**config.mk**
```make
export PLATFORM = sky130hd
export DESIGN_NAME = vid_contention_gate
export DESIGN_NICKNAME = d
export VERILOG_FILES = /design/src/rtl/vcg_pkg.sv /design/src/rtl/vcg_addr_decode.sv /design/src/rtl/vcg_slot_timer.sv /design/src/rtl/vcg_stall_fsm.sv /design/src/rtl/vcg_stretch_counter.sv /design/src/rtl/vid_contention_gate.sv
export SDC_FILE = /design/constraint.sdc
export NUM_CORES = 1
export LEC_CHECK = 0
export BUFFER_PORTS_ARGS = -buffer_cell sky130_fd_sc_hd__buf_4
export CAP_MARGIN = 20
export CELL_PAD_IN_SITES_DETAIL_PLACEMENT = 0
export CELL_PAD_IN_SITES_GLOBAL_PLACEMENT = 2
export CORE_ASPECT_RATIO = 0.6
export CORE_MARGIN = 3
export CORE_UTILIZATION = 26
export CTS_BUF_LIST = sky130_fd_sc_hd__clkbuf_2 sky130_fd_sc_hd__clkbuf_4 sky130_fd_sc_hd__clkbuf_8
export DETAILED_ROUTE_END_ITERATION = 8
export PLACE_DENSITY_LB_ADDON = 0.1
export SETUP_SLACK_MARGIN = 0.2
export SYNTH_ARGS = -nofsm -noshare
export SYNTH_HDL_FRONTEND = slang
export SYNTH_SLANG_ARGS = --single-unit
```
**constraint.sdc**
```tcl
create_clock -name clk_src -period 2.1 [get_ports clk_src]
set_input_delay 0.315 -clock clk_src [delete_from_list [all_inputs] [get_ports clk_src]]
set_output_delay 0.315 -clock clk_src [all_outputs]
set_load 0.03 [all_outputs]
```
**src/rtl/vcg_pkg.sv**
```systemverilog
// Package: shared types for the video contention clock gate.
// Assumes: a single clock domain (the source clock) for all state.
package vcg_pkg;

    // Memory-cycle tracking state of the stall controller.
    typedef enum logic [1:0] {
        ST_IDLE = 2'd0,   // no memory cycle in progress
        ST_HOLD = 2'd1,   // cycle stalled, processor clock held high
        ST_BUSY = 2'd2    // cycle in progress, decided, not stalled
    } stall_st_t;

endpackage

```
**src/rtl/vcg_addr_decode.sv**
```systemverilog
// Module: vcg_addr_decode
// Flags a memory request that falls inside the window shared with the
// video engine and that really reaches the home bank there.
// Assumes: the window is one contiguous range [WIN_BASE, WIN_LAST]. When
// an alternate bank is paged over it, the video engine still reads the
// home bank, so those accesses do not collide.
module vcg_addr_decode #(
    parameter int unsigned ADDR_W   = 16,
    parameter logic [ADDR_W-1:0] WIN_BASE = 16'h4000,
    parameter logic [ADDR_W-1:0] WIN_LAST = 16'h7FFF
) (
    input  logic [ADDR_W-1:0] addr,
    input  logic              mem_req,
    input  logic              page_alt,
    output logic              candidate
);

    logic in_window;

    // Range compare over the full address width.
    always_comb begin
        in_window = (addr >= WIN_BASE) && (addr <= WIN_LAST);
        candidate = mem_req && in_window && !page_alt;
    end

endmodule

```
**src/rtl/vcg_slot_timer.sv**
```systemverilog
// Module: vcg_slot_timer
// Tells whether the video engine is using the shared window at this
// edge. The first FETCH_SLOTS phases of each pattern are fetch slots and
// the rest are free.
// Assumes: vid_phase is supplied by the video engine and advances once
// per source clock.
module vcg_slot_timer #(
    parameter int unsigned PHASE_W     = 3,
    parameter int unsigned FETCH_SLOTS = 6
) (
    input  logic               vid_active,
    input  logic [PHASE_W-1:0] vid_phase,
    output logic               fetch_busy
);

    localparam int unsigned PATTERN_LEN = 1 << PHASE_W;

    generate
        if (FETCH_SLOTS >= PATTERN_LEN) begin : g_all_slots
            // Every phase fetches: busy for the whole active period.
            always_comb fetch_busy = vid_active && (vid_phase == vid_phase);
        end else begin : g_partial_slots
            // Busy only in the leading fetch phases.
            always_comb fetch_busy = vid_active && (32'(vid_phase) < FETCH_SLOTS);
        end
    endgenerate

endmodule

```
**src/rtl/vcg_stall_fsm.sv**
```systemverilog
// Module: vcg_stall_fsm
// Tracks processor memory cycles and decides, once at the edge where a
// cycle starts, whether it must be stalled. Releases the stall at the
// first edge that samples a free slot.
// Assumes: the processor keeps mem_req asserted for the whole cycle, and
// a new cycle is marked by mem_req going from low to high.
module vcg_stall_fsm
    import vcg_pkg::*;
(
    input  logic clk,
    input  logic rst_n,
    input  logic mem_req,
    input  logic candidate,
    input  logic fetch_busy,
    output logic hold
);

    stall_st_t state_q;
    stall_st_t state_d;

    // Next-state decision for the cycle tracker.
    always_comb begin
        state_d = state_q;
        unique case (state_q)
            ST_IDLE: begin
                if (mem_req) begin
                    state_d = (candidate && fetch_busy) ? ST_HOLD : ST_BUSY;
                end
            end
            ST_HOLD: begin
                if (!fetch_busy) begin
                    state_d = ST_BUSY;
                end
            end
            ST_BUSY: begin
                if (!mem_req) begin
                    state_d = ST_IDLE;
                end
            end
            default: state_d = ST_IDLE;
        endcase
    end

    // State register with synchronous reset.
    always_ff @(posedge clk) begin
        if (!rst_n) begin
            state_q <= ST_IDLE;
        end else begin
            state_q <= state_d;
        end
    end

    // The hold flag comes straight from a register, so it changes only at rising edges.
    always_comb hold = (state_q == ST_HOLD);

endmodule

```
**src/rtl/vcg_stretch_counter.sv**
```systemverilog
// Module: vcg_stretch_counter
// Counts source clock periods in which the processor clock was held.
// Saturates at all ones rather than wrapping.
// Assumes: hold is a registered signal in the same clock domain.
module vcg_stretch_counter #(
    parameter int unsigned COUNT_W = 16
) (
    input  logic               clk,
    input  logic               rst_n,
    input  logic               hold,
    output logic [COUNT_W-1:0] count
);

    localparam logic [COUNT_W-1:0] COUNT_MAX = '1;

    // Saturating increment for each held period.
    always_ff @(posedge clk) begin
        if (!rst_n) begin
            count <= '0;
        end else if (hold && (count != COUNT_MAX)) begin
            count <= count + 1'b1;
        end
    end

endmodule

```
**src/rtl/vid_contention_gate.sv**
```systemverilog
// Module: vid_contention_gate
// Gates the processor clock when a memory cycle to the shared video
// window collides with a video fetch slot. The clock is held in its high
// phase for the length of the stall.
// Assumes: rst_n is synchronous to clk_src. The hold flag is registered
// on the rising edge, so it only changes while clk_src is already high.
// ORing it into the clock therefore gives neither a glitch nor a runt
// pulse.
module vid_contention_gate #(
    parameter int unsigned ADDR_W      = 16,
    parameter int unsigned PHASE_W     = 3,
    parameter int unsigned FETCH_SLOTS = 6,
    parameter int unsigned COUNT_W     = 16,
    parameter logic [ADDR_W-1:0] WIN_BASE = 16'h4000,
    parameter logic [ADDR_W-1:0] WIN_LAST = 16'h7FFF
) (
    input  logic               clk_src,
    input  logic               rst_n,
    input  logic [ADDR_W-1:0]  addr,
    input  logic               mreq_n,
    input  logic               iorq_n,
    input  logic               vid_active,
    input  logic [PHASE_W-1:0] vid_phase,
    input  logic               page_alt,
    output logic               cpu_clk,
    output logic               contended,
    output logic [COUNT_W-1:0] stretch_cnt
);

    logic mem_req;
    logic candidate;
    logic fetch_busy;
    logic hold;

    // Only a memory request (not an I/O request) can reach the RAM.
    always_comb mem_req = !mreq_n && iorq_n;

    vcg_addr_decode #(
        .ADDR_W   (ADDR_W),
        .WIN_BASE (WIN_BASE),
        .WIN_LAST (WIN_LAST)
    ) i_decode (
        .addr      (addr),
        .mem_req   (mem_req),
        .page_alt  (page_alt),
        .candidate (candidate)
    );

    vcg_slot_timer #(
        .PHASE_W     (PHASE_W),
        .FETCH_SLOTS (FETCH_SLOTS)
    ) i_slots (
        .vid_active (vid_active),
        .vid_phase  (vid_phase),
        .fetch_busy (fetch_busy)
    );

    vcg_stall_fsm i_fsm (
        .clk        (clk_src),
        .rst_n      (rst_n),
        .mem_req    (mem_req),
        .candidate  (candidate),
        .fetch_busy (fetch_busy),
        .hold       (hold)
    );

    vcg_stretch_counter #(
        .COUNT_W (COUNT_W)
    ) i_count (
        .clk   (clk_src),
        .rst_n (rst_n),
        .hold  (hold),
        .count (stretch_cnt)
    );

    // Clock stretch: force the processor clock high while holding.
    always_comb begin
        cpu_clk   = clk_src | hold;
        contended = hold;
    end

endmodule

```
==> results of run 1 <==
-- worst min path at each step --
stage / depth (start not counted) / endpoint / slack, ns / start
6_report: 3 / i_fsm.state_q[0] / 0.28 / addr[14]
5_1_grt: 3 / i_fsm.state_q[0] / 0.29 / addr[14]
4_1_cts: 3 / i_fsm.state_q[0] / 0.28 / addr[14]
3_5_place_dp: 2 / i_count.count[1] / 0.49 / i_count.count[1]
3_3_place_gp: 2 / i_count.count[1] / 0.48 / i_count.count[1]
2_1_floorplan: 2 / i_count.count[5] / 0.47 / rst_n
-- layout make-up --
type | instances | area [um2]
clock buffer | 7 | 93.8
timing repair buffer | 31 | 233
fill | 379 | 2040
multi-input combinational | 94 | 589
sequential | 18 | 364
tap | 45 | 56.3
inverter | 6 | 22.5
-- state kept, by name, indices dropped and copies added (netlist names) --
register and flops:
i_fsm.state_q 2, i_count.count 16
-- worst reg2reg max path: stages, from the launching register on --
cell,delay [ns]
dfxtp_1,0.33
nand3b_2,0.29
or4_4,0.59
or3_1,0.36
a21oi_1,0.13
-- metrics by stage --
step	cell area (um2)	hold slack, ns	worst slack [ns]
3_5_place_dp	1240	0.490	0.273
2_1_floorplan	968	0.467	0.251
4_1_cts	1330	0.278	0.207
3_3_place_gp	1240	0.477	0.298
5_1_grt	1360	0.291	0.187
6_report	1360	0.285	0.243
-- power groups by stage --
stage               combinational, W  sequential [W]  clock (W)
floorplan                  0.0000125        0.000351  0.0000561
global placement           0.0000299        0.000351  0.0000845
detailed placement         0.0000306        0.000351  0.0000845
CTS                        0.0000307        0.000343   0.000507
global route               0.0000334        0.000343   0.000546
finish                     0.0000306        0.000343   0.000510
-- per-layer routing --
layer / vias up / global-route usage, % / wire length [um]
met3: 2 / 6.84 / 248
met2: 36 / 17.4 / 1190
met4: 0 / 5.53 / 15
li1: 519 / - / -
met5: - / 0 / 0
met1: 473 / 20.4 / 1590
-- repair_timing --
| item | 4_1_cts | 5_1_grt |
|---|---|---|
| gates cloned | 0 | 0 |
| resized for setup | 1 | 6 |
| setup endpoints to repair | 1 | 14 |
| buffers inserted | 0 | 1 |
| pin swaps | 0 | 1 |
-- Yosys cell counts, types with 2 or more instances --
| library cell | n | share of area, % |
|---|---|---|
| or4_1 | 3 | 2.3 |
| o21ai_0 | 9 | 4.7 |
| o31ai_1 | 2 | 1.6 |
| clkbuf_1 | 3 | 1.2 |
| nor2b_1 | 2 | 1.3 |
| mux2i_1 | 5 | 5.2 |
| nor4_1 | 6 | 3.9 |
| or3_1 | 4 | 2.6 |
| nor2_1 | 8 | 3.1 |
| inv_1 | 5 | 1.9 |
| nand4_1 | 7 | 4.5 |
| dfxtp_1 | 18 | 37 |
| a21oi_1 | 8 | 4.1 |
| nand3_1 | 5 | 2.6 |
| nand2_1 | 10 | 3.9 |
| nor3_1 | 4 | 2.1 |
| nand2b_1 | 7 | 4.5 |
| or2_2 | 2 | 1.3 |
-- kinds of logic (layout without fill, tap and decap cells) --
| group | after synthesis | after routing | synth area share [%] |
|---|---|---|---|
| flops | 18 | 18 | 37.3 |
| buf+inv | 10 | 44 | 4.01 |
| fa+ha+maj | 1 | 1 | 1.30 |
| mux | 5 | 5 | 5.18 |
| compound gates | 25 | 25 | 15.5 |
| simple gates | 63 | 63 | 36.7 |
==> impl_metrics.tcl, run 1 <==
set metrics [dict create \
    layout_commonest_cell "buf_4" \
    status "finished, final reports clean" \
    finalClockSkew_ns 0.00321 \
    synth_nets 148 \
    core_area_um2 3400 \
    insertedDiodeCount 0 \
    syn_inst 122 \
    ys.flop_type "dfxtp_1" \
    wl_per_cell_um 15.1 \
    cts_tree "built" \
    synth_edf_count 0 \
    dp_hpwl_mm 2.21 \
    crit_required_ns 1.78 \
    yosysWarningCount 0 \
    hold_viol_final 0 \
    r2r-end "i_count.count[11]" \
    initialDrtViolationCount 61 \
    drcViolationCount 0 \
    netSwitchingFraction_pct 24.0 \
    top_level_ports 43 \
    seqPwrFrac_pct 38.8 \
    worstPathArrival_ns 1.54 \
    intPower_w 0.000671 \
    ctsHoldBuffers 0 \
    p_total_w 0.000884 \
    critical-path-max-stage-delay_ns 0.14 \
    rr_worst_depth 4 \
    final_cells 201 \
    die_y_um 53.2 \
    power_density_nw_per_um2 650 \
    syn-mean-instance-area_um2 7.92 \
    maxSlewHeadroom_pct 74.5 \
    grt_max_degree 15 \
    grt_util_all_layers_pct 14.2 \
    syn2layout_area_growth_pct 40.7 \
    first_pass_iters 4 \
    drive_gt1_share_pct 31.4 \
    row_count 16 \
    antenna_found_initial 0 \
    synth-seq-area-share_pct 37.3 \
    p_leak_nw 0.490 \
    grt_pass1_wl_mm 4.62 \
    yosys_register_bits 18 \
    fin_tns_setup_ns 0 \
    hold_class "in2reg" \
    die_w_um 84.7 \
    cp_common_cell "clkbuf_8" \
    async_flop_share_pct 0 \
    placed_cells 194 \
    setup_viol 0 \
    critPathLaunch "clk_src" \
    worst-path-buf-inv 3 \
    clkPwrFrac_pct 57.7 \
    maxSlewViolCount 0 \
    cpMaxStageDelayCell "buf_6" \
    clkSlewWorstSetupHoldPaths_ns 0.07 \
    ant_nets 0 \
    worst_ir_drop_vdd_uv 558 \
    port_buffers 27 \
    utilization_pct 39.9 \
    crit_family "buffers and inverters" \
    clkLatencyLatePin_ns 0.36 \
    syn_area_um2 966 \
    worstMarginPinSlew_ns 0.382 \
    grt_pass1_vias 893 \
    crit_path_start_kind "clock port" \
    grt_setup_unrepaired "true" \
    endpoint "cpu_clk" \
    initial_core_util_pct 28.4 \
    crit_path_cell_trace "clkbuf_8, clkbuf_8, nand2b_4, buf_6" \
    p_switching_w 0.000212 \
    gp_congestion 0.745 \
    ys_types 32 \
    viasPerCell 5.12 \
    combinationalPowerShare_pct 3.5 \
    vias 1030 \
    worst-setup-path-type "clk2out" \
    max-cap-violations 0 \
    mostFrequentLayoutCells "buf_4, dfxtp_1, nand2_1, o21ai_0" \
    nets 184 \
    overflow 0 \
    die_area_um2 4510 \
    crit_fanout 2 \
    end_kind "primary output" \
    worstReg2RegStart "i_fsm.state_q[1]" \
    cp_num_cells 4 \
    wirelength_mm 3.04 \
    rrSetupSlack_ns 0.33 \
]
Note: power is estimated with default switching activity, not from simulation.
==> inputs of run 2 (changes only) <==
- clock period: 2.1 -> 1.99 ns (I/O delays scaled with it)
==> impl_metrics.tcl, run 2 (synthesis results as in run 1) <==
set metrics [dict create \
    multi_input_area_um2 613 \
    first_pass_iters 4 \
    vias 1044 \
    dp_slack_ns 0.211 \
    dp_hpwl_mm 2.20 \
    status "finished, final reports clean" \
    viasPerCell 5.12 \
    crit_family "buffers and inverters" \
    grt_pass1_vias 946 \
    cts_tree "built" \
    power_density_nw_per_um2 706 \
    rrSetupSlack_ns 0.26 \
    die_area_um2 4510 \
    grt_pass1_wl_mm 4.77 \
    crit_path_start_kind "clock port" \
    layout_commonest_cell "buf_4" \
    max-cap-violations 0 \
    clkSlewWorstSetupHoldPaths_ns 0.08 \
    clkLatencyLatePin_ns 0.36 \
    die_w_um 84.7 \
    largest_reg_flops 16 \
    p_leak_nw 0.550 \
    syn2layout_area_growth_pct 47.1 \
    wirelength_mm 2.97 \
    finalClockSkew_ns 0.00270 \
    hold_class "in2reg" \
    seqCellArea_um2 373 \
    fin_tns_setup_ns 0 \
    worst_ir_drop_vdd_uv 624 \
    use_met3_pct 7.78 \
    worst-path-buf-inv 3 \
    antenna_found_initial 0 \
    grt_max_degree 15 \
    placed_cells 197 \
    post-cts-setup-buffers 0 \
    met2_usage_pct 19.4 \
    port_buffers 27 \
    grt_setup_unrepaired "true" \
    met1_usage_pct 19.2 \
    timing.final.ws_setup_ns 0.220 \
    top_level_ports 43 \
    cpMaxStageDelayCell "nand2b_4" \
    drcViolationCount 0 \
    hold_viol_final 0 \
    nets 186 \
    initial_core_util_pct 28.4 \
    overflow 0 \
    regMostFlops "i_count.count" \
    insertedDiodeCount 0 \
    crit_required_ns 1.69 \
    core_area_um2 3400 \
    worst-setup-path-type "clk2out" \
    ant_nets 0 \
    critical-path-max-stage-delay_ns 0.13 \
    drive_gt1_share_pct 37.1 \
    initialDrtViolationCount 73 \
    crit_path_cell_trace "clkbuf_8, buf_8, nand2b_4, buf_6" \
    row_count 16 \
    maxSlewHeadroom_pct 73.9 \
    worstMarginPinSlew_ns 0.388 \
    grt_util_all_layers_pct 14.5 \
    final_cells 204 \
    gp_congestion 0.787 \
    die_y_um 53.2 \
    mostFrequentLayoutCells "buf_4, nand2_1, dfxtp_1, o21ai_0" \
    crit_fanout 2 \
    setup_viol 0 \
    filler_cell_count 360 \
    reg_top3 "i_count.count (16), i_fsm.state_q (2)" \
    end_kind "primary output" \
    grt_busiest_layer "met2" \
    maxSlewViolCount 0 \
    wl_per_cell_um 14.5 \
    worstPathArrival_ns 1.47 \
]
-- run 2: power by group --
part / internal, W / total, W / switching [W]
clock network: 0.000383 / 0.000611 / 0.000228
registers: 0.000359 / 0.000361 / 0.00000106
logic: 0.0000170 / 0.0000324 / 0.0000155
-- run 2: area by class of cell --
cell class | instances | area share [%]
multi-input cells | 94 | 43.1
flip-flops and latches | 18 | 26.2
repair buffers | 33 | 17.4
clock buffers | 8 | 7.66
well taps | 45 | 3.96
inverters | 6 | 1.58
-- run 2: worst paths after layout --
check | startpoint | end | depth (start not counted)
hold reg to reg | i_count.count[1] | i_count.count[1] | 2
setup / recovery | clk_src | cpu_clk | 4
hold / removal | rst_n | i_count.count[3] | 3
setup reg to reg | i_count.count[0] | i_count.count[13] | 6
-- run 2: repair_timing --
action                                  4_1_cts  5_1_grt
endpoints found under the setup margin        1        8
resized for setup                             2       12
pin swaps                                     0        1
hold buffers                                  0        0
-- run 2: metrics by stage --
stage / total power (W) / util, % / cell area, um2 / hold WS (ns)
floorplan: 0.000443 / - / 972 / 0.451
global placement: 0.000491 / 37.2 / 1270 / 0.478
detailed placement: 0.000492 / 37.2 / 1270 / 0.478
CTS: 0.00101 / 40.4 / 1380 / 0.260
global route: 0.00104 / 41.8 / 1420 / 0.278
finish: 0.00100 / 41.8 / 1420 / 0.265
-- run 2: metal layers --
layer  wire length (um)  up-vias
li1                   -      530
met1               1540      483
met2               1180       29
met3                225        2
met4                 15        0
met5                  0        -
-- run 2: worst register-to-register path, stage by stage (launching register included) --
cell and delay, ns:
dfxtp_2 0.37, ha_1 0.21, nand4_1 0.18, nor4_1 0.40, buf_4 0.20, nor2b_1 0.05
a311oi_1 0.23
==> inputs of run 3 (changes only) <==
- CORE_ASPECT_RATIO: 0.6 -> not set
- REMOVE_ABC_BUFFERS: not set -> 1
==> impl_metrics.tcl, run 3 (synthesis results as in run 1) <==
set metrics [dict create \
    netSwitchingFraction_pct 22.8 \
    crit_required_ns 1.69 \
    insertedDiodeCount 0 \
    setup_viol 0 \
    mostFrequentLayoutCells "buf_4, dfxtp_1, nand2_1, o21ai_0" \
    p_switching_w 0.000221 \
    top_layer "met4" \
    rr_worst_depth 4 \
    regMostFlops "i_count.count" \
    worstMarginPinSlew_ns 0.364 \
    initialDrtViolationCount 49 \
    maxSlewViolCount 0 \
    crit_family "buffers and inverters" \
    reg_top3 "i_count.count (16), i_fsm.state_q (2)" \
    p_total_w 0.000970 \
    grt_max_degree 15 \
    grt_util_all_layers_pct 13.8 \
    clkPwrFrac_pct 59.4 \
    top_level_ports 43 \
    drive_gt1_share_pct 34.0 \
    worstPathArrival_ns 1.48 \
    worstReg2RegStart "i_fsm.state_q[0]" \
    viasPerCell 4.97 \
    row_count 21 \
    worst-path-buf-inv 3 \
    die_w_um 67.0 \
    power_density_nw_per_um2 675 \
    grt_pass1_vias 963 \
    port_buffers 27 \
    ant_nets 0 \
    cp_num_cells 4 \
    wl_met1_mm 1.33 \
    combinationalPowerShare_pct 3.3 \
    vias 1034 \
    hold_viol_final 0 \
    grt_pass1_wl_mm 4.39 \
    status "finished, final reports clean" \
    multi_input_area_um2 608 \
    met3RoutedLength_um 158 \
    syn2layout_area_growth_pct 48.7 \
    post_dp_cell_area_um2 1280 \
    wl_per_cell_um 14.0 \
    core_area_um2 3470 \
    intPower_w 0.000749 \
    max-cap-violations 0 \
    drcViolationCount 0 \
    worst_ir_drop_vdd_uv 263 \
    die_area_um2 4480 \
    critical-path-max-stage-delay_ns 0.13 \
    r2r-end "i_count.count[11]" \
    filler_cell_count 377 \
    utilization_pct 41.4 \
    hold_class "in2reg" \
    rrSetupSlack_ns 0.29 \
    maxSlewHeadroom_pct 75.5 \
    seqCellArea_um2 367 \
    cp_common_cell "clkbuf_8" \
    cts_tree "built" \
    seqPwrFrac_pct 37.2 \
    die_y_um 67.0 \
    layout_commonest_cell "buf_4" \
    gp_congestion 0.726 \
    p_leak_nw 0.561 \
    first_pass_iters 5 \
    wirelength_mm 2.91 \
    antenna_found_initial 0 \
    worst-setup-path-type "clk2out" \
    finalClockSkew_ns 0.00426 \
    cpMaxStageDelayCell "nand2b_4" \
    final_area_um2 1440 \
    initial_core_util_pct 27.8 \
    dp_hpwl_mm 2.11 \
    largest_reg_flops 16 \
    dr_wl_met2_mm 1.38 \
    nets 189 \
    overflow 0 \
    end_kind "primary output" \
    clkLatencyLatePin_ns 0.35 \
    hold_start "addr[14]" \
    clkSlewWorstSetupHoldPaths_ns 0.07 \
    critPathLaunch "clk_src" \
    crit_fanout 2 \
    crit_path_cell_trace "clkbuf_8, clkbuf_8, nand2b_4, buf_6" \
    crit_path_start_kind "clock port" \
    endpoint "cpu_clk" \
    grt_setup_unrepaired "false" \
]
==> run 3: how the worst min path moves through the flow <==
stage / cells past startpoint / endpoint / slack, ns
finish: 4 / i_fsm.state_q[1] / 0.27
global route: 2 / i_count.count[15] / 0.27
CTS: 4 / i_fsm.state_q[1] / 0.27
detailed placement: 2 / i_count.count[14] / 0.48
floorplan: 1 / i_count.count[15] / 0.43
global placement: 2 / i_count.count[14] / 0.47
==> run 3: timing repair <==
action | in CTS | in global routing
pin swaps | 1 | 2
hold buffers | 0 | 0
buffers inserted | 1 | 0
gates resized for setup | 5 | 8
endpoints found under the setup margin | 3 | 10
==> run 3: final cells by class <==
class / count / area share (%)
tap: 46 / 4.01
timing repair buffer: 36 / 19.1
sequential: 18 / 25.5
multi-input combinational: 94 / 42.3
inverter: 6 / 1.57
clock buffer: 8 / 7.49
==> run 3: power by group through the flow <==
stage	clock network (W)	logic (W)	registers [W]
finish	0.000576	0.0000324	0.000361
detailed placement	0.0000892	0.0000326	0.000370
CTS	0.000598	0.0000327	0.000362
global placement	0.0000892	0.0000324	0.000370
global route	0.000619	0.0000357	0.000361
floorplan	0.0000592	0.0000109	0.000370
==> run 3: stage by stage <==
stage | hold WS (ns) | worst slack, ns | instances | setup TNS, ns
after floorplan | 0.430 | -0.321 | 118 | -1.72
final | 0.274 | 0.216 | 208 | 0
after global routing | 0.269 | 0.197 | 208 | 0
after detailed placement | 0.482 | 0.151 | 200 | 0
after global placement | 0.474 | 0.144 | 200 | 0
after CTS | 0.271 | 0.211 | 208 | 0
==> run 3: worst register-to-register path, stage by stage (launching register included) <==
cell and delay, ns:
dfxtp_1 0.43, nand3b_4 0.13, or4_4 0.58, or3_1 0.35
a21oi_1 0.14
==> run 3: routing by layer <==
| metal | up-vias | track usage (%) |
|---|---|---|
| met5 | - | 0 |
| met4 | 0 | 8.86 |
| met3 | 4 | 4.89 |
| met2 | 29 | 21.5 |
| met1 | 465 | 15.8 |
| li1 | 536 | - |
